**config.mk**
```make
export PLATFORM = sky130hd
export DESIGN_NAME = xreg_bank
export DESIGN_NICKNAME = d
export VERILOG_FILES = /design/src/rtl/xreg_pkg.sv /design/src/rtl/xreg_key_unit.sv /design/src/rtl/xreg_guard_file.sv /design/src/rtl/xreg_mode_ctl.sv /design/src/rtl/xreg_bank.sv
export SDC_FILE = /design/constraint.sdc
export NUM_CORES = 1
export LEC_CHECK = 0
export BUFFER_PORTS_ARGS = -buffer_cell sky130_fd_sc_hd__buf_2
export CORE_MARGIN = 3
export CORE_UTILIZATION = 61
export CTS_BUF_LIST = sky130_fd_sc_hd__clkbuf_4 sky130_fd_sc_hd__clkbuf_8
export DETAILED_ROUTE_END_ITERATION = 10
export GPL_ROUTABILITY_DRIVEN = 0
export PLACE_DENSITY = 0.82
export SETUP_SLACK_MARGIN = 0.02
export SLEW_MARGIN = 20
export SYNTH_ARGS = -nofsm -noshare
export SYNTH_HDL_FRONTEND = slang
export SYNTH_SLANG_ARGS = --single-unit
```
**constraint.sdc**
```tcl
create_clock -name clk -period 3.8 [get_ports clk]
set_input_delay 0.76 -clock clk [delete_from_list [all_inputs] [get_ports clk]]
set_output_delay 0.76 -clock clk [all_outputs]
set_load 0.02 [all_outputs]
```
**src/rtl/xreg_pkg.sv**
```systemverilog
package xreg_pkg;

    localparam int DATA_W     = 8;
    localparam int IDX_W      = 8;
    localparam int GUARD_BASE = 9;
    localparam int NUM_GUARD  = 6;
    localparam int KEY_W      = 3;
    localparam int KEY_VAL    = 5;

    typedef enum logic [1:0] {
        MODE_SEALED = 2'd0,
        MODE_PLAIN  = 2'd1,
        MODE_BLIND  = 2'd2,
        MODE_FULL   = 2'd3
    } acc_mode_e;

    typedef struct packed {
        logic compat;
        logic rgb8;
    } vctl_t;

    function automatic logic mode_can_read(acc_mode_e m);
        return (m == MODE_PLAIN) || (m == MODE_FULL);
    endfunction

    function automatic logic mode_can_write(acc_mode_e m);
        return m != MODE_SEALED;
    endfunction

    function automatic acc_mode_e mode_of(logic unlock, logic compat);
        return acc_mode_e'({unlock, ~compat});
    endfunction

endpackage

```
**src/rtl/xreg_key_unit.sv**
```systemverilog
module xreg_key_unit #(
    parameter int KEY_W   = xreg_pkg::KEY_W,
    parameter int KEY_VAL = xreg_pkg::KEY_VAL
) (
    input  logic             clk,
    input  logic             rst,
    input  logic             key_we,
    input  logic [KEY_W-1:0] key_in,
    output logic             unlock_q,
    output logic             unlock_d,
    output logic [KEY_W-1:0] key_q
);

    always_comb begin
        unlock_d = unlock_q;
        if (key_we) begin
            unlock_d = (key_in == KEY_W'(KEY_VAL));
        end
    end

    always_ff @(posedge clk) begin
        if (rst) begin
            unlock_q <= 1'b0;
            key_q    <= '0;
        end else if (key_we) begin
            unlock_q <= unlock_d;
            key_q    <= key_in;
        end
    end

endmodule

```
**src/rtl/xreg_guard_file.sv**
```systemverilog
module xreg_guard_file #(
    parameter int DATA_W    = xreg_pkg::DATA_W,
    parameter int NUM_GUARD = xreg_pkg::NUM_GUARD,
    localparam int SLOT_W   = (NUM_GUARD > 1) ? $clog2(NUM_GUARD) : 1
) (
    input  logic                              clk,
    input  logic                              rst,
    input  logic                              we,
    input  logic [SLOT_W-1:0]                 slot,
    input  logic [DATA_W-1:0]                 wdata,
    output logic [NUM_GUARD-1:0][DATA_W-1:0]  regs_q
);

    for (genvar g = 0; g < NUM_GUARD; g++) begin : g_slot
        always_ff @(posedge clk) begin
            if (rst) begin
                regs_q[g] <= '0;
            end else if (we && (slot == SLOT_W'(g))) begin
                regs_q[g] <= wdata;
            end
        end
    end

endmodule

```
**src/rtl/xreg_mode_ctl.sv**
```systemverilog
module xreg_mode_ctl
    import xreg_pkg::*;
(
    input  logic      clk,
    input  logic      rst,
    input  logic      key_we,
    input  logic      vctl_we,
    input  logic      unlock_d,
    input  logic      compat_d,
    output acc_mode_e mode_q
);

    always_ff @(posedge clk) begin
        if (rst) begin
            mode_q <= MODE_PLAIN;
        end else if (key_we || vctl_we) begin
            mode_q <= mode_of(unlock_d, compat_d);
        end
    end

endmodule

```
**src/rtl/xreg_bank.sv**
```systemverilog
module xreg_bank
    import xreg_pkg::*;
#(
    parameter int DATA_W     = xreg_pkg::DATA_W,
    parameter int IDX_W      = xreg_pkg::IDX_W,
    parameter int GUARD_BASE = xreg_pkg::GUARD_BASE,
    parameter int NUM_GUARD  = xreg_pkg::NUM_GUARD,
    parameter int KEY_W      = xreg_pkg::KEY_W,
    parameter int KEY_VAL    = xreg_pkg::KEY_VAL
) (
    input  logic              clk,
    input  logic              rst,
    input  logic              wr_en,
    input  logic              rd_en,
    input  logic [IDX_W-1:0]  idx,
    input  logic [DATA_W-1:0] wdata,
    output logic [DATA_W-1:0] rdata,
    output logic              rgb8_en,
    output logic              compat_en,
    output logic [1:0]        mode
);

    localparam int GUARD_LAST = GUARD_BASE + NUM_GUARD - 1;
    localparam int VCTL_IDX   = GUARD_LAST;
    localparam int KEY_IDX    = GUARD_LAST + 1;
    localparam int SLOT_W     = (NUM_GUARD > 1) ? $clog2(NUM_GUARD) : 1;
    localparam int PAD_W      = DATA_W - KEY_W - 1;

    logic                             in_guard;
    logic                             is_key;
    logic [SLOT_W-1:0]                slot;
    logic                             g_we;
    logic                             key_we;
    logic                             vctl_we;
    logic                             unlock_q;
    logic                             unlock_d;
    logic                             compat_d;
    logic [KEY_W-1:0]                 key_q;
    logic [NUM_GUARD-1:0][DATA_W-1:0] regs_q;
    acc_mode_e                        mode_q;
    vctl_t                            vctl;
    logic [DATA_W-1:0]                rd_next;

    // index decode
    assign in_guard = (idx >= IDX_W'(GUARD_BASE)) && (idx <= IDX_W'(GUARD_LAST));
    assign is_key   = (idx == IDX_W'(KEY_IDX));
    assign slot     = SLOT_W'(idx - IDX_W'(GUARD_BASE));

    assign g_we    = wr_en && in_guard && mode_can_write(mode_q);
    assign key_we  = wr_en && is_key;
    assign vctl_we = g_we && (idx == IDX_W'(VCTL_IDX));

    xreg_key_unit #(
        .KEY_W   (KEY_W),
        .KEY_VAL (KEY_VAL)
    ) u_key (
        .clk      (clk),
        .rst      (rst),
        .key_we   (key_we),
        .key_in   (wdata[KEY_W-1:0]),
        .unlock_q (unlock_q),
        .unlock_d (unlock_d),
        .key_q    (key_q)
    );

    xreg_guard_file #(
        .DATA_W    (DATA_W),
        .NUM_GUARD (NUM_GUARD)
    ) u_file (
        .clk    (clk),
        .rst    (rst),
        .we     (g_we),
        .slot   (slot),
        .wdata  (wdata),
        .regs_q (regs_q)
    );

    assign vctl     = vctl_t'(regs_q[NUM_GUARD-1][1:0]);
    assign compat_d = vctl_we ? wdata[1] : vctl.compat;

    xreg_mode_ctl u_mode (
        .clk      (clk),
        .rst      (rst),
        .key_we   (key_we),
        .vctl_we  (vctl_we),
        .unlock_d (unlock_d),
        .compat_d (compat_d),
        .mode_q   (mode_q)
    );

    // read path, registered
    always_comb begin
        rd_next = '0;
        if (in_guard) begin
            rd_next = mode_can_read(mode_q) ? regs_q[slot] : '1;
        end else if (is_key) begin
            rd_next = {{PAD_W{1'b0}}, key_q, unlock_q};
        end
    end

    always_ff @(posedge clk) begin
        if (rst) begin
            rdata <= '0;
        end else if (rd_en) begin
            rdata <= rd_next;
        end
    end

    assign rgb8_en   = vctl.rgb8;
    assign compat_en = vctl.compat;
    assign mode      = mode_q;

endmodule

```
=== Yosys cells after proc, flatten, opt, wreduce, memory -nomap -nowiden ===
Index checks and enable logic that the tools add are counted.

* $add $sub $neg: 1
* $lt $le $gt $ge: 3
* Equal/unequal tests: 10
* Muxes and demuxes: 7
* Bitwise logic cells: 1
* Reductions and logical operators: 15

{| class="wikitable"
|+ Operators with widths
! kind !! count
|-
| $bmux 8 s3 || 1
|-
| $mux 8 || 3
|-
| $eq 8x4->1 const B || 2
|-
| $logic_and 1x1->1 || 11
|-
| $eq 3x3->1 const B || 3
|-
| $ge 8x4->1 const B || 1
|-
| $le 8x4->1 const B || 1
|-
| $eq 3x2->1 const B || 2
|-
| $lt 3x4->1 const B || 1
|-
| $mux 4 || 1
|-
| $eq 3x1->1 const B || 1
|-
| $logic_not 3->1 || 1
|-
| $sub 3x1->3 const B || 1
|-
| $eq 2x1->1 const B || 1
|-
| $eq 2x2->1 const B || 1
|-
| $logic_or 1x1->1 || 2
|-
| $mux 1 || 2
|-
| $reduce_bool 2->1 || 1
|-
| $not 1->1 || 1
|}

* Register bits after elaboration: 62
* Output and inout bits: 12
* Word-level logic and storage cells: 47

=== Depth between registers and ports, before layout ===
Gate-level depths: netlist of the first run.

* Depth in word-level cells: 7
* Gate-level depth with buffers: 10

=== Modules after synthesis ===
A second synthesis of the first run with hierarchy kept.

* Cells, all modules: 284
* Area, all modules: 3095.5 um^2

{| class="wikitable"
|+ Modules (own cells, without submodules)
! module !! times used !! cells an instance !! area each (um^2) !! seq. area each (um^2)
|-
| xreg_guard_file || 1 || 172 || 1934.4 || 960.9
|-
| xreg_bank || 1 || 89 || 915.9 || 160.2
|-
| xreg_key_unit || 1 || 15 || 167.7 || 80.1
|-
| xreg_mode_ctl || 1 || 8 || 77.6 || 40.0
|}

=== Worst setup path before layout of the first run ===
No wires, ideal clock.

* Path type: input to register
* Start point: input port idx[0]
* End point: register rdata[3]
* Arrival time: 2.927 ns
* Data required time: 3.643 ns
* Setup slack: 0.716 ns
* Stages on the path: 8
* Buffers on the path: 2
* Path through: buf_2 -> buf_1 -> inv_1 -> ha_1 -> nor3b_2 -> a31oi_2 -> nor4b_1 -> a22oi_1

* Word-level cells in the longest chain between the ends: 5
* Elaborated cells on any way between the ends: 10
* Classes of those cells: 1 x add/sub; 2 x order compare; 1 x eq/ne; 5 x mux; 1 x reduce/logical

{| class="wikitable"
|+ Ends and longest elaborated chain
! what !! RTL line !! source
|-
| start, declared || xreg_bank.sv:15 || <nowiki>input logic [IDX_W-1:0] idx,</nowiki>
|-
| $sub 3x1->3 || xreg_bank.sv:47 || <nowiki>assign slot = SLOT_W'(idx - IDX_W'(GUARD_BASE));</nowiki>
|-
| $bmux 8 s3 || xreg_bank.sv:95 || <nowiki>rd_next = mode_can_read(mode_q) ? regs_q[slot] : '1;</nowiki>
|-
| $mux 8 (implied by the code) || xreg_bank.sv:95 ||
|-
| $mux 8 || xreg_bank.sv:95 ||
|-
| $mux 8 (*) || xreg_bank.sv:94 || <nowiki>if (in_guard) begin</nowiki>
|-
| end signal, assigned || xreg_bank.sv:105 || <nowiki>rdata <= rd_next;</nowiki>
|-
| end, declared || xreg_bank.sv:17 || <nowiki>output logic [DATA_W-1:0] rdata,</nowiki>
|}

Mark *: on every way between the ends. The rest lies on a longest branch, timed or not. The select of a mux whose other input is x is not followed.
A chain may end at the register's enable or synchronous reset.

=== Worst setup path in the final report of the first run ===
* Start point: input port idx[6]
* End point: register u_file.regs_q[9] (netlist name)

* Word-level cells in the longest chain between the ends: 5
* Elaborated cells on any way between the ends: 6
* Classes of those cells: 2 x order compare; 4 x reduce/logical

{| class="wikitable"
|+ Ends and longest elaborated chain
! what !! RTL line !! source
|-
| $ge 8x4->1 or $le 8x4->1 (tied branches) || xreg_bank.sv:45 || <nowiki>assign in_guard = (idx >= IDX_W'(GUARD_BASE)) && (idx <= IDX_W'(GUARD_LAST));</nowiki>
|-
| $logic_and 1x1->1 (*) || xreg_bank.sv:45 ||
|-
| $logic_and 1x1->1 (*) (2 in series) || xreg_bank.sv:49 || <nowiki>assign g_we = wr_en && in_guard && mode_can_write(mode_q);</nowiki>
|-
| $logic_and 1x1->1 (*) || xreg_guard_file.sv:18 || <nowiki>end else if (we && (slot == SLOT_W'(g))) begin</nowiki>
|-
| end signal, assigned by index || xreg_guard_file.sv:19 || <nowiki>regs_q[g] <= wdata;</nowiki>
|-
| end, declared || xreg_guard_file.sv:11 || <nowiki>output logic [NUM_GUARD-1:0][DATA_W-1:0] regs_q</nowiki>
|}

Mark *: on every way between the ends. The rest lies on a longest branch, timed or not.

==> insert_results.sql, run 1 <==
INSERT INTO impl_metrics (metric_group, metric, value, unit) VALUES
('outcome', 'status', 'completed', ''),
('grt', 'grt_antenna_before_repair', '0', ''),
('min_path', 'hp-class', 'reg2reg', ''),
('die', 'floorplan.io_pins', '32', ''),
('routing', 'detail_route.iter0.violations', '194', ''),
('power_and_ir_drop', 'power_per_cell_area', '389', 'mW/mm²'),
('critical_path', 'r2r_start', 'u_mode.mode_q[0]', ''),
('logic_synthesis', 'syn_area_per_cell', '9.68', 'µm²'),
('grt', 'grt.overflow.total', '0', ''),
('die', 'chipHeight', '77.8', 'µm'),
('clocking', 'worstSkewPairLatency', '0.34', 'ns'),
('routing', 'drt_pass1_iterations', '5', ''),
('critical_path', 'cp-end-kind', 'register', ''),
('timing', 'rsz0062_at_grt', 'no', ''),
('logic_synthesis', 'yosys_warnings', '0', ''),
('logic_synthesis', 'synth_cells', '325', ''),
('clocking', 'clockRootBuffer', 'clkbuf_8', ''),
('min_path', 'hp-start', 'rdata[5]', ''),
('timing', 'whs', '0.455', 'ns'),
('critical_path', 'ff2ff_path_depth', '4', ''),
('routing', 'vias_per_cell', '6.05', ''),
('clocking', 'cts_hold_buffers_added', '0', ''),
('routing', 'route.antenna.remaining_nets', '0', ''),
('clocking', 'cts_made_buffers', '9', ''),
('finish', 'final_util', '0.726', ''),
('finish', 'combined_area_of_the_multi_input_logic_cells', '0.00177', 'mm²'),
('logic_synthesis', 'netlist_area', '0.00315', 'mm²'),
('clocking', 'cts-htree-levels', '3', ''),
('min_path', 'worst_hold_path.num_cells', '2', ''),
('routing', 'routed_wire_length', '7410', 'µm'),
('die', 'start_util', '0.649', ''),
('finish', 'final_area', '0.00352', 'mm²'),
('timing', 'worst_slew_pin_slew', '0.913', 'ns'),
('timing', 'clock_skew', '0.0143', 'ns'),
('critical_path', 'worst-r2r-setup-slack', '1.72', 'ns'),
('logic_synthesis', 'yosys.cell_types.count', '36', ''),
('finish', 'antennaDiodeCount', '0', ''),
('finish', 'layout.nets', '374', ''),
('timing', 'max_transition_margin', '0.391', ''),
('power_and_ir_drop', 'irDropWorstVdd', '316', 'µV'),
('job', 'drv.max_cap_violation_count', '0', ''),
('grt', 'grt_start_max_net_pins', '65', ''),
('timing', 'slew_viol_final', '0', ''),
('routing', 'vias', '2533', ''),
('min_path', 'hold-path-endpoint', 'rdata[5]', ''),
('die', 'placementRows', '25', ''),
('timing', 'fin_crit_sh', '0.689', ''),
('timing', 'finalHoldViolations', '0', ''),
('critical_path', 'critical_path.startpoint_type', 'input pin', ''),
('placement', 'dpl.hpwl', '5140', 'µm'),
('clocking', 'ctsLongestPathBuffers', '2', ''),
('timing', 'fmax', '382', 'MHz'),
('timing', 'finalWorstPathRequiredPeriod', '2.62', 'ns'),
('critical_path', 'timing.critical_path.fanout_max', '17', ''),
('logic_synthesis', 'postSynthRegisterBits', '62', ''),
('critical_path', 'timing.rr.end', 'u_file.regs_q[9]', ''),
('finish', 'n_fill_cell', '372', ''),
('critical_path', 'critPathKind', 'in2reg', ''),
('clocking', 'clk_pin_slew_worst_paths', '0.07', 'ns'),
('grt', 'grt.total_usage', '0.254', ''),
('clocking', 'cts_post_setup_buffers_inserted', '0', ''),
('clocking', 'cts_resized', '0', ''),
('timing', 'setup_viol', '0', ''),
('finish', 'fraction_of_final_layout_cells_sized_beyond_drive_strength_1', '0.185', ''),
('clocking', 'tritoncts', 'built', ''),
('die', 'die_area', '0.00606', 'mm²'),
('logic_synthesis', 'postSynthNetCount', '352', ''),
('routing', 'detail_route.drc_violations', '0', ''),
('finish', 'layout-area-overhead-vs-synth', '11.8', '%'),
('finish', 'regArea', '0.00124', 'mm²'),
('grt', 'grt_first_pass_wirelength', '12000', 'µm'),
('placement', 'postPlaceCellArea', '0.00331', 'mm²'),
('placement', 'port-buffer-count', '31', ''),
('logic_synthesis', 'sequential_element_share_of_the_synthesized_area', '0.394', ''),
('clocking', 'clock_sink_count', '62', ''),
('power_and_ir_drop', 'p_total', '1370', 'µW'),
('routing', 'avgRoutedWirePerCell', '17.7', 'µm'),
('power_and_ir_drop', 'p_leak', '0.00151', 'µW'),
('die', 'dieWidth', '77.8', 'µm'),
('critical_path', 'wp_data_required', '3.97', 'ns'),
('critical_path', 'cp.arrival', '2.79', 'ns'),
('die', 'floorplan.core_area', '0.00485', 'mm²'),
('grt', 'vias_in_the_first_global_route', '2278', ''),
('timing', 'fin_setup_tns', '0', 'ns');
[critical path: stages]
cell,delay [ns]
buf_2,0.12
nor4b_1,0.52
nand4_1,0.72
o31ai_1,0.53
a21oi_1,0.13
[final cells by class]
cell class / instances / share of cell area
multi-input combinational: 232 / 0.504
sequential: 62 / 0.353
timing repair buffer: 35 / 0.0526
clock buffer: 13 / 0.0473
tap: 67 / 0.0238
clock inverter: 3 / 0.0121
inverter: 7 / 0.00747
[stage by stage]
step	setup WS (ns)	cells
finish	1.18	419
global route	1.08	419
CTS	1.22	419
detailed placement	0.870	403
global placement	0.896	403
floorplan	0.716	325
[metal layers]
layer  GRT usage  part of all wire  up-vias
li1            -                 -     1226
met3      0.0452             0.061       11
met5           0                 0        -
met2       0.380              0.46       90
met4      0.0943             0.014        0
met1       0.364              0.46     1206
[cells by family after synthesis]
family / count (synthesis) / share of synthesized area
simple gates: 107 / 0.218
flops: 62 / 0.394
compound gates: 61 / 0.120
mux: 57 / 0.197
buf+inv: 31 / 0.0422
fa+ha+maj: 7 / 0.0278
[sequential cells by signal, indices dropped and copies added (netlist names)]
signal and flops:
rdata 8, u_file.regs_q 48, u_key.key_q 3, u_key.unlock_q 1
u_mode.mode_q 2
[synth_stat cells]
cell type	number	area [µm²]
a211o_1	1	8.76
a211oi_1	1	7.51
a21oi_1	20	100
a22oi_1	4	30.0
a31oi_1	1	6.26
a31oi_2	1	12.5
a41oi_1	1	8.76
and2b_2	1	8.76
and3_1	5	31.3
and3b_1	1	8.76
and4_1	2	17.5
buf_1	2	7.51
buf_2	4	20.0
buf_4	1	7.51
buf_6	1	11.3
clkbuf_1	16	60.1
dfxtp_1	62	1240
ha_1	7	87.6
inv_1	7	26.3
mux2i_1	53	531
mux4_2	4	90.1
nand2_1	13	48.8
nand2b_1	41	257
nand3_2	1	10.0
nand4_1	17	106
nand4_4	2	42.5
nor2_1	11	41.3
nor3b_1	5	37.5
nor3b_2	1	12.5
nor4b_1	3	26.3
o21ai_0	12	60.1
o22ai_1	4	25.0
o31ai_1	16	120
or2_2	2	12.5
or4_4	1	11.3
or4b_4	1	13.8
[how the worst max path moves through the flow]
stage                       from                to  slack, ns
after global placement    idx[0]          rdata[2]       0.90
after global routing      idx[6]  u_file.regs_q[9]       1.08
final                     idx[6]  u_file.regs_q[9]       1.18
after floorplan           idx[0]          rdata[3]       0.72
after detailed placement  idx[0]          rdata[3]       0.87
after CTS                 idx[0]          rdata[3]       1.22
[power by group]
part           internal (µW)  total (µW)  switching [µW]
logic                   37.8         110            72.3
registers                650         651           0.608
clock network            353         608             255
[layout by cell type (no fill, tap or decap), types with 4 or more instances in the layout]
cell / n
a22oi_1: 4
and3_1: 5
clkbuf_8: 11
buf_4: 4
mux2i_1: 53
buf_2: 31
nand2b_1: 41
nor3b_1: 5
inv_1: 7
o31ai_1: 16
dfxtp_1: 62
o22ai_1: 4
nand4_1: 17
nor2_1: 11
ha_1: 7
nand2_1: 13
a21oi_1: 20
o21ai_0: 12
mux4_2: 4
Note: power is estimated with default switching activity, not from simulation.
==> inputs of run 2 (changes only) <==
CORE_UTILIZATION = 55   (was 61)
PLACE_DENSITY = 0.78   (was 0.82)
clock period = 2.4 ns   (was 3.8 ns; I/O delays follow)
==> run 2 against run 1 <==
Net effect:
- clock skew down 0.0053 ns
- non-clock buffer count up 11
- clock-buffer cell count down 3
- die area up 10%
- total power up 80%
- critical path depth up 3
- critical path type unchanged
- largest cell class unchanged
- largest power group is now clock
==> insert_results.sql, run 2 (synthesized netlist as in run 1, its figures left out) <==
INSERT INTO impl_metrics (metric_group, metric, value, unit) VALUES
('routing', 'routed_wire_length', '8020', 'µm'),
('routing', 'detail_route.drc_violations', '0', ''),
('clocking', 'cts_hold_buffers_added', '0', ''),
('grt', 'grt_antenna_before_repair', '0', ''),
('die', 'floorplan.core_area', '0.00530', 'mm²'),
('critical_path', 'critPathKind', 'in2reg', ''),
('finish', 'regMostFlops', 'u_file.regs_q', ''),
('timing', 'finalWorstPathRequiredPeriod', '1.86', 'ns'),
('critical_path', 'cp.arrival', '2.13', 'ns'),
('power_and_ir_drop', 'irDropWorstVdd', '425', 'µV'),
('clocking', 'clock_sink_count', '62', ''),
('finish', 'mostFrequentLayoutCell', 'dfxtp_1', ''),
('die', 'floorplan.io_pins', '32', ''),
('critical_path', 'cpMaxStageDelayCell', 'ha_1', ''),
('finish', 'fraction_of_final_layout_cells_sized_beyond_drive_strength_1', '0.212', ''),
('routing', 'vias_per_cell', '5.96', ''),
('finish', 'top_regs', 'u_file.regs_q x48, rdata x8, u_key.key_q x3', ''),
('critical_path', 'critical_path_cell_list', 'buf_2 > inv_1 > ha_1 > ha_1 > inv_1 > buf_4 > nand4_4 > mux2i_1', ''),
('clocking', 'tritoncts', 'built', ''),
('critical_path', 'worstSetupStartpoint', 'idx[1]', ''),
('clocking', 'ctsLongestPathBuffers', '2', ''),
('critical_path', 'timing.critical_path.fanout_max', '8', ''),
('critical_path', 'worst-r2r-setup-slack', '0.73', 'ns'),
('critical_path', 'max_stage_delay', '0.34', 'ns'),
('timing', 'worst_slew_pin_slew', '0.554', 'ns'),
('timing', 'fin_crit_sh', '0.775', ''),
('grt', 'grt.total_usage', '0.260', ''),
('job', 'drv.max_cap_violation_count', '0', ''),
('finish', 'layout-area-overhead-vs-synth', '17.0', '%'),
('timing', 'fin_setup_tns', '0', 'ns'),
('timing', 'finalHoldViolations', '0', ''),
('routing', 'route.antenna.remaining_nets', '0', ''),
('timing', 'clock_skew', '0.00895', 'ns'),
('placement', 'dpl.hpwl', '5410', 'µm'),
('critical_path', 'r2r_start', 'u_mode.mode_q[0]', ''),
('grt', 'grt_start_max_net_pins', '63', ''),
('die', 'die_area', '0.00667', 'mm²'),
('clocking', 'worstSkewPairLatency', '0.35', 'ns'),
('clocking', 'cts_post_setup_buffers_inserted', '0', ''),
('die', 'chipHeight', '81.6', 'µm'),
('timing', 'rsz0062_at_grt', 'no', ''),
('routing', 'drt_pass1_iterations', '4', ''),
('critical_path', 'wp_data_required', '2.67', 'ns'),
('clocking', 'clk_pin_slew_worst_paths', '0.07', 'ns'),
('critical_path', 'cp-end-kind', 'register', ''),
('power_and_ir_drop', 'power_per_cell_area', '669', 'mW/mm²'),
('die', 'placementRows', '26', ''),
('finish', 'layout.nets', '385', ''),
('finish', 'mostFrequentLayoutCells', 'dfxtp_1, mux2i_1, nand2b_1', ''),
('routing', 'vias', '2580', ''),
('clocking', 'cts_made_buffers', '9', ''),
('finish', 'antennaDiodeCount', '0', ''),
('finish', 'layoutNonFillerInstCount', '433', ''),
('die', 'dieWidth', '81.6', 'µm'),
('min_path', 'hp-class', 'in2reg', ''),
('critical_path', 'cp-endpoint', 'u_file.regs_q[22]', ''),
('clocking', 'cts-htree-levels', '3', ''),
('critical_path', 'critical_path.startpoint_type', 'input pin', ''),
('routing', 'detail_route.iter0.violations', '197', ''),
('grt', 'grt_first_pass_wirelength', '12900', 'µm'),
('timing', 'fmax', '537', 'MHz'),
('placement', 'port-buffer-count', '31', ''),
('finish', 'number_of_flip_flops_under_the_largest_register_name', '48', ''),
('min_path', 'worst_hold_path.num_cells', '3', ''),
('timing', 'setup_viol', '0', ''),
('timing', 'slew_viol_final', '0', ''),
('die', 'start_util', '0.593', ''),
('grt', 'vias_in_the_first_global_route', '2508', ''),
('critical_path', 'ff2ff_path_depth', '5', ''),
('clocking', 'clockRootBuffer', 'clkbuf_8', ''),
('clocking', 'cts_resized', '0', ''),
('outcome', 'status', 'completed', ''),
('timing', 'max_transition_margin', '0.630', ''),
('grt', 'grt.overflow.total', '0', ''),
('critical_path', 'timing.rr.end', 'u_file.regs_q[32]', ''),
('routing', 'avgRoutedWirePerCell', '18.5', 'µm'),
('power_and_ir_drop', 'p_leak', '0.00159', 'µW'),
('placement', 'numPlacedInstances', '417', '');
[run 2: cell count changes in the layout (fill, tap and decap cells not counted)]
cell       change
buf_4         +11
bufinv_16      +3
clkbuf_4       -2
a31oi_2        -1
a31oi_4        +1
clkbuf_8       -1
nor4b_1        -1
nor4b_2        +1
[run 2: how the worst min path moves through the flow]
stage                                  from                 to  slack [ns]
after floorplan           u_file.regs_q[42]  u_file.regs_q[42]        0.44
after global placement             rdata[5]           rdata[5]        0.43
after detailed placement           rdata[5]           rdata[5]        0.44
after CTS                          wdata[3]  u_file.regs_q[11]        0.40
after global routing               wdata[3]  u_file.regs_q[11]        0.41
final                              wdata[3]  u_file.regs_q[11]        0.41
[run 2: through the flow]
step           hold WS, ns  power (µW)  worst slack [ns]  area (µm²)  utilization
2_1_floorplan        0.443        1170            0.0211        3170            -
4_1_cts              0.401        2470             0.539        3680        0.694
6_report             0.407        2460             0.539        3680        0.694
3_5_place_dp         0.440        1240             0.209        3410        0.643
3_3_place_gp         0.435        1240             0.229        3410        0.643
5_1_grt              0.412        2530             0.403        3680        0.694
[run 2: where the power goes]
group          total, µW  switching, µW  internal (µW)
clock               1240            422            821
combinational        189            120           68.7
sequential          1030           1.02           1030
[run 2: critical path, delay by kind of cell]
family                     cells  cell delay [ns]
muxes                          1             0.25
and+or+nand+nor                1             0.20
buffers and inverters          4             0.63
adders and majority gates      2             0.56
[run 2: final cells by class]
type,count,area [µm²]
Tap cell,70,87.6
Sequential cell,62,1240
Multi-Input combinational cell,232,1790
Fill cell,404,1620
Clock buffer,10,138
Clock inverter,6,133
Timing Repair Buffer,46,268
Inverter,7,26.3
[run 2: metal layers]
layer  up-vias  wire (µm)  global-route usage
li1       1246          -                   -
met3        19        460              0.0614
met2        80       3650               0.376
met1      1235       3680               0.356
met5         -          0                   0
met4         0        233               0.145
